### config.mk
export PLATFORM = sky130hd
export DESIGN_NAME = irq_pend_unit
export DESIGN_NICKNAME = d
export VERILOG_FILES = /design/src/rtl/irq_pend_unit.sv
export SDC_FILE = /design/constraint.sdc
export NUM_CORES = 1
export LEC_CHECK = 0
export BUFFER_PORTS_ARGS = -buffer_cell sky130_fd_sc_hd__buf_2
export CAP_MARGIN = 10
export CORE_ASPECT_RATIO = 0.75
export CORE_MARGIN = 2
export CORE_UTILIZATION = 50
export CTS_CLUSTER_SIZE = 30
export DETAILED_ROUTE_END_ITERATION = 10
export GPL_ROUTABILITY_DRIVEN = 0
export PLACE_DENSITY_LB_ADDON = 0.05
export REMOVE_ABC_BUFFERS = 1
export SLEW_MARGIN = 20
export SYNTH_ARGS = -nofsm -noshare
export SYNTH_HDL_FRONTEND = slang
export SYNTH_SLANG_ARGS = --single-unit
### constraint.sdc
create_clock -name clk -period 2.3 [get_ports clk]
set_input_delay 0.115 -clock clk [delete_from_list [all_inputs] [get_ports clk]]
set_output_delay 0.115 -clock clk [all_outputs]
set_load 0.005 [all_outputs]
### src/rtl/irq_pend_unit.sv
module irq_pend_unit #(
  parameter logic [31:0] PERM_MASK    = 32'h0000_0000,
  parameter logic [31:0] LATCH_SEL    = 32'hFFFF_FFFF,
  parameter logic [31:0] HANDLER_ADDR = 32'h0000_0010,
  parameter int          TRAP_BIT     = 1
) (
  input  logic        clk,
  input  logic        rst_n,
  input  logic [31:0] irq_lines,
  input  logic        brk_trap,
  input  logic        ill_trap,
  input  logic        mask_we,
  input  logic [31:0] mask_wdata,
  input  logic        handler_enter,
  input  logic        handler_return,
  output logic        irq_req,
  output logic [31:0] irq_pending_out,
  output logic        irq_active,
  output logic [31:0] handler_addr
);
  localparam logic [31:0] TRAP_VEC = 32'h1 << TRAP_BIT;

  logic [31:0] pend_q, mask_q;
  logic        act_q;

  wire [31:0] src   = (irq_lines | ((brk_trap | ill_trap) ? TRAP_VEC : 32'h0)) & ~PERM_MASK;
  wire [31:0] shown = pend_q & ~mask_q;
  wire [31:0] clr   = handler_enter ? shown : 32'h0;
  wire [31:0] nxt   = (((pend_q & ~clr) | src) & LATCH_SEL) | (src & ~LATCH_SEL);

  always_ff @(posedge clk) begin
    if (!rst_n) begin
      pend_q <= '0;
      mask_q <= '1;
      act_q  <= 1'b0;
    end else begin
      pend_q <= nxt;
      if (mask_we) mask_q <= mask_wdata;
      if (handler_enter)       act_q <= 1'b1;
      else if (handler_return) act_q <= 1'b0;
    end
  end

  assign irq_pending_out = shown;
  assign irq_req         = (|shown) & ~act_q;
  assign irq_active      = act_q;
  assign handler_addr    = HANDLER_ADDR;
endmodule


==> Yosys cells after proc, flatten, opt, wreduce, memory -nomap -nowiden <==
Cells that the tools add are included.
Widths: inputs -> output; s select.
{ "totals": {"ff_bits": 65, "output_inout_bits": 66, "wordCells": 18} }
{ "op_classes": {"muxes": 4, "bitwise": 9, "reduce_logical": 2} }
{ "ops": {"columns": ["operator", "n"], "rows": [
  ["$and 32x32->32", 2],
  ["$not 32->32", 2],
  ["$mux 32", 1],
  ["$or 32x2->32", 1],
  ["$or 32x32->32", 1],
  ["$reduce_or 32->1", 1],
  ["$mux 1", 2],
  ["$mux 2", 1],
  ["$reduce_bool 2->1", 1],
  ["$and 1x1->1", 1],
  ["$not 1->1", 1],
  ["$or 1x1->1", 1]
]} }

==> Longest topological paths before layout <==
Gate-level depths: netlist of run 1.
{ "depth": {"ltp_word": 6, "depth_mapped": 4, "mapped_depth_nobuf": 4} }

==> Worst setup path after synthesis of run 1 <==
OpenSTA, ideal clock, no wires.
{ "synth_path": {"kind": "register -> output", "from": "register pend_q[4]", "to": "output irq_req", "arrival_ns": 0.981, "required_ns": 2.185, "path_slack_ns": 1.204, "path_stages_with_launch": 5, "path_buffers": 0, "cell_sequence": "dfxtp_1 nor2b_1 nor4_2 nand4_1 o21ba_1"} }
{ "synth_via": {"elab_chain_cells": 3} }
{ "synth_lines": {"columns": ["item", "line", "text"], "rows": [
  ["from (decl)", "23", "logic [31:0] pend_q, mask_q;"],
  ["from (signal assigned)", "37", "pend_q <= nxt;"],
  ["$and 32x32->32", "27", "wire [31:0] shown = pend_q & ~mask_q;"],
  ["net irq_pending_out[4]", "17", "output logic [31:0] irq_pending_out,"],
  ["$reduce_or 32->1", "45", "assign irq_req = (|shown) & ~act_q;"],
  ["$and 1x1->1", "45", null],
  ["to (decl)", "16", "output logic irq_req,"]
]} }
The timed path passes the listed nets, and every way through them passes these cells.

==> Worst setup path in the final report of run 1 <==
{ "layout_path": {"from": "register pend_q[30]", "to": "output irq_req"} }
{ "layout_via": {"elab_chain_cells": 3} }
{ "layout_lines": {"columns": ["item", "line"], "rows": [
  ["$and 32x32->32", "27"],
  ["$reduce_or 32->1", "45"],
  ["$and 1x1->1", "45"]
]} }
Every way passes these cells.

==> run summary, run 1 <==
The total power divided by cell area is roughly 670 nW/um^2. The first global-routing pass estimated 9.79 mm of wire. The shortest clock period the worst path allows after layout is about 1.8 ns. The clock latency of the later-clocked register in the worst-skew pair came out at between 0.3 and 0.4 ns. The ratio of cells with drive above 1 in the final layout is 0.274. After detailed routing, the number of vias per cell comes to 4.45. Max-cap violations in this run came to 0. The number of instances in the synthesized netlist is 319.

The number of nets with antenna violations after detailed routing came out at 0. For this run, the top clock speed supported by timing is between 0.5 and 0.6 GHz. The post-route clock skew is 0.00936 ns. The count of different cell masters after synthesis is 19. The kind of capture point of the worst setup path is an output port. In the global route stage, overall resource usage came out at 0.195. The count of buffers added on input and output ports is 104.

The required time of the worst setup path is ~2.2 ns. The post-cts repair resize count is 0. The synthesis warning total came out at 0. The count of endpoints failing setup in the final report is 0.

The number of top-level pins is about 140. Headroom to the max-slew limit came out at 0.621. The first-pass iteration count of the detailed router is 4. The number of global-route vias before repair is approximately 2200.

The number of register bits inferred by synthesis is 65. After the last flow step, the layout net total stands at between 500 and 600. For the worst setup path, the data arrival time is roughly 1.7 ns. The starting density of the core came out at 0.530. By startpoint and endpoint, the worst setup path is classified as register to output port. Summing all non-filler instances in the final layout gives an area of 3860 sq um.

The biggest fanout along the worst timing path came out at 2. The number of failing hold endpoints at the final stage is 0. Setup repair after global routing left no endpoint under its margin. The die covers about 6400 sq um.

The clock tree from TritonCTS is done. The launching element type of the critical path is a register. The sum of negative setup slack came out at 0 ns. The post-detailed-route wirelength per cell is 11.8 um. The number of H-tree levels came out at 3.

The estimated wirelength of the detail-placed design came out at roughly 4.3 mm. The flow ran to the end, and the final reports show no timing, DRC or antenna violations. The remaining routing DRC violations came out at 0. The detailed router placed about 2400 vias in this run.

The number of antenna violations at the first check in global routing is 0. The clock slew seen by the registers of the worst setup and hold paths is ~0.07 ns. The maximum count of clock buffers along a single path is 2.

The path category of the worst min-delay check is primary input to register. The instance area after placement is 3340 sq um. The horizontal extent of the die is about 92 um. The die is about 70 um tall. The floorplan step defined a core boundary enclosing about 5500 sq um. The signed area change from the synthesized netlist to the final layout is 33.3%.

The antenna diode instance count came out at 0. A synthesized cell averages just over 9 sq um. The synthesized netlist occupies a cell area of between 2000 and 3000 sq um. The wire length after detailed routing came out at about 6.3 mm. The overall power of the completed layout came out at roughly 2.6 mW.

In the layout the commonest cells are sky130_fd_sc_hd__buf_2 (104), sky130_fd_sc_hd__dfxtp_1 (65). The total congestion overflow came out at 0. The area used by multi-input combinational logic came out at 1280 sq um. The share of the Yosys chip area taken by registers is 0.449.

The static leakage is 1.96 nW. The root buffer cell chosen for the clock tree is sky130_fd_sc_hd__clkbuf_8. The TritonCTS sink count came out at 65. The count of routing violations after the opening detailed-route iteration is between 80 and 90. VDD sags by at most between 0.0003 and 0.0004 V. After filler insertion, the fill cell instance count of the layout stands at 460. The final max-slew violation count came out at 0.

Buffers inserted during clock tree synthesis total 9. At the pin with the least slew margin, the transition time is between 0.5 and 0.6 ns. Of the available clock period, the critical path in the final layout requires 0.771.

Entering global routing, the biggest net connects 66 pins. The number of rows in the core area is 23. The library cell used most frequently in the layout, excluding fill and tap cells, is sky130_fd_sc_hd__buf_2. The flip-flop and latch area came out at ~1300 sq um.
[metrics by stage]
step	util	hold slack, ns	cells	setup slack [ns]
floorplan	-	0.177	303	1.20
global placement	0.611	0.328	486	0.904
detailed placement	0.611	0.334	486	0.908
CTS	0.707	0.00111	532	0.513
global route	0.707	0.00523	532	0.438
finish	0.707	0.0170	532	0.526
[synthesized netlist by cell type, drive strengths merged]
cell    number  area, sq um
a21boi      33          248
buf         38          278
clkbuf       8         33.8
conb         2         7.51
dfxtp       65         1300
inv         32          120
mux2i       32          320
nand2       32          120
nand2b       1         6.26
nand4        2         12.5
nor2b       32          200
nor3         1         5.00
nor4         8         75.1
o21ai       32          160
o21ba        1         10.0
[critical path, stage by stage, from the launching register on]
cell and delay [ns]:
sky130_fd_sc_hd__dfxtp_1 0.31, sky130_fd_sc_hd__nor2b_1 0.13, sky130_fd_sc_hd__nor4_1 0.43, sky130_fd_sc_hd__nand4_1 0.14
sky130_fd_sc_hd__o21ba_1 0.20, sky130_fd_sc_hd__buf_2 0.12
[timing repair]
item | in CTS | in global routing
setup buffers | 0 | 0
hold buffers | 31 | 0
endpoints found under the hold margin | 31 | 0
[cell type report]
cell class                      instances  share of cell area
Clock inverter                          3              0.0168
Sequential cell                        65               0.337
Multi-Input combinational cell        206               0.331
Clock buffer                           12              0.0376
Timing Repair Buffer                  139               0.223
Tap cell                               75              0.0243
Inverter                               32              0.0311
[power by group]
group          total (mW)  internal, mW  switching [mW]
Combinational       0.330         0.182           0.148
Sequential           1.24          1.20          0.0377
Clock                1.02         0.633           0.392
[sequential cells by signal, indices dropped and copies added, names as in the netlist]
| register | count |
|---|---|
| pend_q | 32 |
| irq_active | 1 |
| mask_q | 32 |
[per-layer routing]
| layer | GRT usage | share of wire | vias up |
|---|---|---|---|
| met4 | 0.0796 | 0.015 | 0 |
| met3 | 0.0798 | 0.088 | 10 |
| li1 | - | - | 1244 |
| met5 | 0 | 0 | - |
| met2 | 0.316 | 0.44 | 83 |
| met1 | 0.231 | 0.45 | 1032 |
[worst paths after layout]
path,from,end,slack [ns],depth (start not counted)
worst max-delay path,pend_q[30],irq_req,0.53,5
worst min register to register,pend_q[31],pend_q[31],0.47,2
worst min-delay path,mask_wdata[11],mask_q[11],0.02,3
worst max register to register,mask_q[9],pend_q[9],1.58,2
[logic make-up (layout without fill, tap and decap cells)]
group / Yosys count / in the layout / synth area share
AND/OR/NAND/NOR: 76 / 76 / 0.145
multiplexers: 32 / 32 / 0.111
other: 2 / 32 / 0.00259
flip-flops: 65 / 65 / 0.449
buffers and inverters: 78 / 186 / 0.149
AO/OA/AOI/OAI: 66 / 66 / 0.144
Note: power is estimated with default switching activity, not from simulation.
==> run 2, diff against run 1 <==
Settings changed: CORE_UTILIZATION 50 to 42.
Clock period 2.3 ns to 1.57 ns, I/O delays scaled along.
==> run 2 against run 1 <==
The run now ends with negative setup slack left. Worst hold slack better by 0.018 ns. Register-to-register slack worse by 0.76 ns. Sequential share of layout area down 3.0 points. Utilization down 7.2 points. Non-clock buffer count up 31. Die area up 18%. Clock power up 28%. Clock-buffer cell count down 1. Combinational power up 75%. Critical path type unchanged. Largest cell class is now multi-input combinational cells. Highest routed layer unchanged.
==> run summary, run 2 (synthesis gave the netlist of run 1 again) <==
The number of max-cap violations is 0 (unchanged). The depth of the worst hold-timing path came out at 3 (unchanged). The most common cell after layout, fill and taps aside is sky130_fd_sc_hd__buf_2 (unchanged). The overall power of the completed layout was 3.71 mW (was 2.59 mW). The number of cells traversed by the worst register-to-register path came to 2 (unchanged). The antenna diode instance count is 0 (unchanged).

The remaining routing DRC violations is 0 (unchanged). The ratio of cells with drive above 1 in the final layout came to 0.285 (was 0.274). The sum of negative setup slack is -0.0746 ns (was 0 ns). The final max-slew violation count was 0 (unchanged). The final reports fail on negative setup slack. The detail-routed via count per cell was 4.43 (was 4.45). The launching point of the worst reg2reg path was mask_q[4] (was mask_q[9]). The number of top-level pins came out at 137 (unchanged).

The worst setup slack for register-to-register paths is 0.82 ns (was 1.58 ns). Outcome: finished, violations left (was complete, no violations). The maximum clock frequency is ~0.61 GHz. The core outline area came out at 6730 sq um (was 5470 sq um). Most used cells in the layout excluding fill and tap cells: sky130_fd_sc_hd__buf_2 (104), sky130_fd_sc_hd__dlygate4sd3_1 (63), sky130_fd_sc_hd__dfxtp_1 (58) (was sky130_fd_sc_hd__buf_2 (104), sky130_fd_sc_hd__dfxtp_1 (65)). The estimated wirelength of the detail-placed design came out at 4.35 mm (was 4.32 mm). The count of endpoints failing setup in the final report is 1 (was 0). The via count is 2536 (was 2369).

The number of nets with antenna violations after detailed routing was 0 (unchanged). The root buffer selected by CTS was sky130_fd_sc_hd__clkbuf_8 (unchanged). Unrepaired setup endpoints after global routing: yes (was no). The biggest fanout along the worst timing path is 2 (unchanged). List of cells traversed by the critical path: nor2b_4 -> nor4_4 -> nand4_1 -> o21ba_1 -> buf_2 (was nor2b_1 -> nor4_1 -> nand4_1 -> o21ba_1 -> buf_2). The clock tree from TritonCTS is done (unchanged). The end of the worst register-to-register path was pend_q[4] (was pend_q[9]).

The capture endpoint of the worst hold path is irq_active (was mask_q[11]). The starting density of the core is 0.430 (was 0.530). The total CTS buffers was 9 (unchanged). The number of H-tree levels came out at 3 (unchanged).

The first-pass iteration count of the detailed router is 4 (unchanged). The TritonCTS sink count came to 65 (unchanged). The largest stage delay on the critical path is 0.32 ns (was 0.43 ns). The overall die area is 7590 sq um (was 6430 sq um). The global router's overall resource usage is 0.186 (was 0.195). The wire length after detailed routing came to 6.85 mm (was 6.26 mm). The clock latency of the later-clocked register in the worst-skew pair was 0.34 ns (was 0.33 ns). The largest net degree at the start of global routing came to 66 (unchanged). The largest vdd supply drop came out at 0.000540 V (was 0.000386 V). The type of the worst setup path is register to output port (unchanged). The worst endpoint data arrival time came to 1.57 ns (was 1.66 ns). The count of port buffers added during placement came to 104 (unchanged). The static leakage is 2.12 nW (was 1.96 nW).

The total power divided by cell area is 869 nW/um^2 (was 672 nW/um^2). The horizontal extent of the die is 99.9 um (was 91.9 um). The final worst setup slack is -0.0746 ns (was 0.526 ns). The count of routing violations after the opening detailed-route iteration is 41 (was 88). The setup slack after placement came out at 0.169 ns (was 0.908 ns). The number of rows in the core area was 26 (was 23). The number of fill cells in the layout came out at 596 (was 460). The post-detailed-route wirelength per cell came to 12.0 um (was 11.8 um). The first-pass GRT wire length is 11.3 mm (was 9.79 mm). The total congestion overflow is 0 (unchanged). The number of global-route vias before repair came out at 2431 (was 2177). The net count reported at finish is 555 (was 524). The required time of the worst setup path came out at 1.49 ns (was 2.18 ns). The number of antenna violations at the first check in global routing is 0 (unchanged).

The signed area change from the synthesized netlist to the final layout came to 47.5% (was 33.3%). The vertical die dimension is 75.9 um (was 69.9 um). The final core utilization was 0.635 (was 0.707). The number of failing hold endpoints at the final stage is 0 (unchanged). The worst-path cell with the longest stage delay is sky130_fd_sc_hd__dfxtp_2 (was sky130_fd_sc_hd__nor4_1). The maximum count of clock buffers along a single path came out at 2 (unchanged). The shortest clock period the worst path allows after layout is ~1.6 ns. The buffers inserted during post-CTS setup optimization is 0 (unchanged). The post-route clock skew is 0.00404 ns (was 0.00936 ns).

The kind of capture point of the worst setup path was an output port (unchanged). The clock slew seen by the registers of the worst setup and hold paths is 0.07 ns (about the same). The worst hold path startpoint is handler_return (was mask_wdata[11]). The path category of the worst min-delay check is primary input to register (unchanged). The period utilization is 1.05. The launching element type of the critical path was a register (unchanged).
## run 2: cell types whose count changed in the layout (fill, tap and decap cells not counted), sizes merged
cell and delta:
clkinv +2, dlygate4sd3 +32, buf -1, clkbuf -1, bufinv -1
## run 2: what timing repair did
action,4_1_cts,5_1_grt
gates resized for setup,23,1
hold buffers,63,0
pin swaps,7,2
setup endpoints to repair,1,1
hold endpoints to repair,63,0
## run 2: power breakdown
part	leakage [nW]	internal, mW	switching (mW)
clock network	0.0929	0.717	0.597
logic	1.49	0.340	0.237
registers	0.541	1.76	0.0600
total	2.12	2.82	0.895
## run 2: layout make-up
| type | instances | area, sq um | share of cell area |
|---|---|---|---|
| multi-input combinational | 206 | 1370 | 0.319 |
| sequential | 65 | 1310 | 0.306 |
| timing repair buffer | 170 | 1200 | 0.280 |
| clock buffer | 11 | 131 | 0.0307 |
| inverter | 32 | 120 | 0.0281 |
| tap | 84 | 105 | 0.0246 |
| clock inverter | 4 | 45.0 | 0.0105 |
## run 2: through the flow
stage | hold WS [ns] | instances | cell area (sq um)
final | 0.0351 | 572 | 4280
after global routing | 0.0306 | 572 | 4280
after global placement | 0.292 | 494 | 3370
after CTS | 0.0248 | 572 | 4270
after floorplan | 0.140 | 303 | 2700
after detailed placement | 0.298 | 494 | 3370
## run 2: worst max-delay path: cells and delay by family, from the launching register on
kind	cells	cell delay (ns)
and+or+nand+nor	3	0.59
AOI/OAI and AO/OA	1	0.20
buffers and inverters	1	0.12
DFF	1	0.32
## run 2: worst max-delay path by stage
stage	from	endpoint	slack, ns	cells after the start
finish	pend_q[31]	irq_req	-0.07	5
global route	pend_q[31]	irq_req	-0.18	5
CTS	pend_q[31]	irq_req	-0.11	5
detailed placement	pend_q[23]	irq_req	0.17	5
global placement	pend_q[30]	irq_req	0.18	5
floorplan	pend_q[4]	irq_req	0.51	4
## run 2: routing by layer
| metal | vias to the layer above | track usage | part of all wire |
|---|---|---|---|
| met2 | 92 | 0.301 | 0.45 |
| met3 | 8 | 0.0673 | 0.075 |
| met5 | - | 0 | 0 |
| met1 | 1131 | 0.234 | 0.46 |
| met4 | 0 | 0.0534 | 0.011 |
| li1 | 1305 | - | - |
==> run 3, diff against run 2 <==
Settings changed: CORE_UTILIZATION 42 to 30.
==> run 3 against run 2 <==
The flow still finishes with violations (negative setup slack). Clock skew down 0.00069 ns. Clock power grew 56%. Via count fell by 1.7%. Cell area rose by 2.2%. Non-clock buffer count decreased by 4. Sequential cell count stayed put. Sequential share of layout area decreased by 0.77 points. Global-route usage shrank 4.7 points. Combinational power down 3%. Worst hold slack got worse by 0.027 ns.
==> run summary, run 3 (synthesis gave the netlist of run 1 again) <==
The number of H-tree levels is 3 (unchanged). The total power divided by cell area came to 1010 nW/um^2 (was 869 nW/um^2). The highest layer used for signal routing is met4 (unchanged). The first-pass GRT wire length came out at 11.3 mm (about the same). Most used cells in the layout excluding fill and tap cells: sky130_fd_sc_hd__buf_2 (104), sky130_fd_sc_hd__dfxtp_1 (62), sky130_fd_sc_hd__dlygate4sd3_1 (58) (was sky130_fd_sc_hd__buf_2 (104), sky130_fd_sc_hd__dlygate4sd3_1 (63), sky130_fd_sc_hd__dfxtp_1 (58)). The path category of the worst min-delay check is primary input to register (unchanged). The largest stage delay on the critical path came out at 0.34 ns (was 0.32 ns). The estimated wirelength of the detail-placed design was 4.57 mm (was 4.35 mm). The global router's overall resource usage is 0.140 (was 0.186). The total non-filler cell area in the finished layout came out at 4370 sq um (was 4280 sq um). The overall die area is 10500 sq um (was 7590 sq um). The number of antenna violations at the first check in global routing is 0 (unchanged). The worst hold margin came out at 0.00842 ns (was 0.0351 ns).

The final worst setup slack is -0.174 ns (was -0.0746 ns). The launching point of the worst reg2reg path is mask_q[28] (was mask_q[4]). The number of non-filler instances in the completed layout is 617 (was 572). Violated checks: negative setup slack (unchanged). The kind of capture point of the worst setup path is an output port (unchanged).

The worst setup slack for register-to-register paths is 0.86 ns (was 0.82 ns). The shortest clock period the worst path allows after layout is 1.74 ns (was 1.64 ns). The largest net degree at the start of global routing is 66 (unchanged). The worst endpoint data arrival time is 1.67 ns (was 1.57 ns). The end of the worst register-to-register path is pend_q[28] (was pend_q[4]). The number of buffers and inverters on the critical path is 2 (was 1). Unrepaired setup endpoints after global routing: yes (unchanged). The worst-path cell with the longest stage delay is sky130_fd_sc_hd__nor4_4 (was sky130_fd_sc_hd__dfxtp_2). List of cells traversed by the critical path: nor2b_4 -> nor4_4 -> buf_4 -> nand4_1 -> o21ba_1 -> buf_2 (was nor2b_4 -> nor4_4 -> nand4_1 -> o21ba_1 -> buf_2). The most common cell after layout, fill and taps aside was sky130_fd_sc_hd__buf_2 (unchanged). The total congestion overflow is 0 (unchanged). The post-detailed-route wirelength per cell is 11.6 um (was 12.0 um). The number of cells traversed by the worst register-to-register path came to 2 (unchanged).

The met1 wire length came to 3.52 mm (was 3.16 mm). The signed area change from the synthesized netlist to the final layout is 50.8% (was 47.5%). The net count reported at finish came to 551 (was 555). The clock tree from TritonCTS is done (unchanged). The number of global-route vias before repair was 2310 (was 2431). The count of endpoints failing setup in the final report came out at 1 (unchanged). The number of rows in the core area came out at 31 (was 26). The antenna diode instance count came out at 0 (unchanged). The number of nets with antenna violations after detailed routing came out at 0 (unchanged). The maximum count of clock buffers along a single path came out at 2 (unchanged). The total CTS buffers came out at 9 (unchanged). The first-pass iteration count of the detailed router is 4 (unchanged).

The number of max-cap violations came to 0 (unchanged). The post-route clock skew came to 0.00335 ns (was 0.00404 ns). The core outline area came to 9540 sq um (was 6730 sq um).

The depth of the worst hold-timing path came out at 3 (unchanged). The root buffer selected by CTS is sky130_fd_sc_hd__clkbuf_16 (was sky130_fd_sc_hd__clkbuf_8). The via count came to 2493 (was 2536). The remaining routing DRC violations is 0 (unchanged). The launching element type of the critical path is a register (unchanged). The period utilization is 1.11 (was 1.05). The met2 wire length came to 2.99 mm (was 3.09 mm). The biggest fanout along the worst timing path came out at 2 (unchanged). The static leakage came out at 2.14 nW (was 2.12 nW). The count of routing violations after the opening detailed-route iteration is 69 (was 41). The vertical die dimension came out at 89.1 um (was 75.9 um). The capture endpoint of the worst hold path is pend_q[11] (was irq_active). The family of cells with the greatest summed delay on the critical path was simple AND/OR/NAND/NOR gates (unchanged).

The final max-slew violation count is 0 (unchanged). The buffers inserted during post-CTS setup optimization was 0 (unchanged). The required time of the worst setup path came out at 1.49 ns (about the same). The largest vdd supply drop is 0.000459 V (was 0.000540 V). The TritonCTS sink count is 65 (unchanged). The number of failing hold endpoints at the final stage is 0 (unchanged). The maximum clock frequency came out at 0.573 GHz (was 0.608 GHz). The clock latency of the later-clocked register in the worst-skew pair came out at 0.32 ns (was 0.34 ns). The clock slew seen by the registers of the worst setup and hold paths is 0.05 ns (was 0.07 ns).

The instance area after placement is 3440 sq um (was 3370 sq um). The type of the worst setup path is register to output port (unchanged). The number of top-level pins is 137 (unchanged). The detail-routed via count per cell is 4.04 (was 4.43).

The count of port buffers added during placement is 104 (unchanged). Outcome: finished, violations left (unchanged). The wire length after detailed routing came out at 7.18 mm (was 6.85 mm).

The routed wire length on met3 was 558 um (was 515 um). The starting density of the core is 0.304 (was 0.430). The ratio of cells with drive above 1 in the final layout was 0.274 (was 0.285). The horizontal extent of the die was 117 um (was 99.9 um).

The worst hold path startpoint is irq_lines[11] (was handler_return). The number of cells after detailed placement came out at 543 (was 494).
[run 3: cell types whose count changed in the layout (fill, tap and decap cells not counted), moves of 2 or more]
cell | previous run | this run
sky130_fd_sc_hd__dfxtp_1 | 58 | 62
sky130_fd_sc_hd__clkinv_2 | 3 | 1
sky130_fd_sc_hd__nor2b_1 | 26 | 30
sky130_fd_sc_hd__dlygate4sd3_1 | 63 | 58
sky130_fd_sc_hd__clkbuf_8 | 9 | 3
sky130_fd_sc_hd__nor2b_4 | 5 | 2
sky130_fd_sc_hd__clkbuf_16 | 0 | 9
sky130_fd_sc_hd__nor4_2 | 2 | 5
sky130_fd_sc_hd__dfxtp_2 | 7 | 3
sky130_fd_sc_hd__nor4_4 | 4 | 1
[run 3: stage by stage]
| stage | setup slack (ns) | util | total power [mW] | TNS, ns |
|---|---|---|---|---|
| 2_1_floorplan | 0.511 | - | 2.06 | 0 |
| 3_3_place_gp | 0.0400 | 0.360 | 2.29 | 0 |
| 3_5_place_dp | 0.0474 | 0.360 | 2.30 | 0 |
| 4_1_cts | -0.198 | 0.457 | 4.50 | -0.198 |
| 5_1_grt | -0.250 | 0.458 | 4.66 | -0.250 |
| 6_report | -0.174 | 0.458 | 4.43 | -0.174 |
[run 3: power breakdown]
group,switching (mW),internal (mW)
Sequential,0.0553,1.76
Combinational,0.235,0.325
Clock,0.690,1.36
Total,0.981,3.45
[run 3: layout make-up]
cell class	count	area, sq um
Fill cell	966	5170
Clock inverter	2	35.0
Timing Repair Buffer	166	1160
Tap cell	132	165
Inverter	32	120
Clock buffer	14	274
Sequential cell	65	1310
Multi-Input combinational cell	206	1310
[run 3: worst max-delay path by stage]
stage	from	to	slack [ns]	cells after the start
detailed placement	pend_q[30]	irq_req	0.05	6
finish	pend_q[28]	irq_req	-0.17	6
floorplan	pend_q[4]	irq_req	0.51	4
CTS	pend_q[26]	irq_req	-0.20	6
global route	pend_q[28]	irq_req	-0.25	6
global placement	pend_q[30]	irq_req	0.04	6
[run 3: worst register-to-register path: stages (launching register included)]
cell and delay [ns]:
sky130_fd_sc_hd__dfxtp_2 0.33, sky130_fd_sc_hd__o21ai_0 0.15, sky130_fd_sc_hd__a21boi_0 0.11
[run 3: per-layer routing]
metal,GRT usage,vias up
li1,-,1298
met2,0.209,87
met4,0.0624,0
met3,0.0529,10
met1,0.181,1098
met5,0,-
[run 3: timing repair]
action	CTS	global route
resized for setup	7	3
endpoints found under the setup margin	1	1
pin swaps	2	2
hold buffers	58	0
endpoints found under the hold margin	58	0
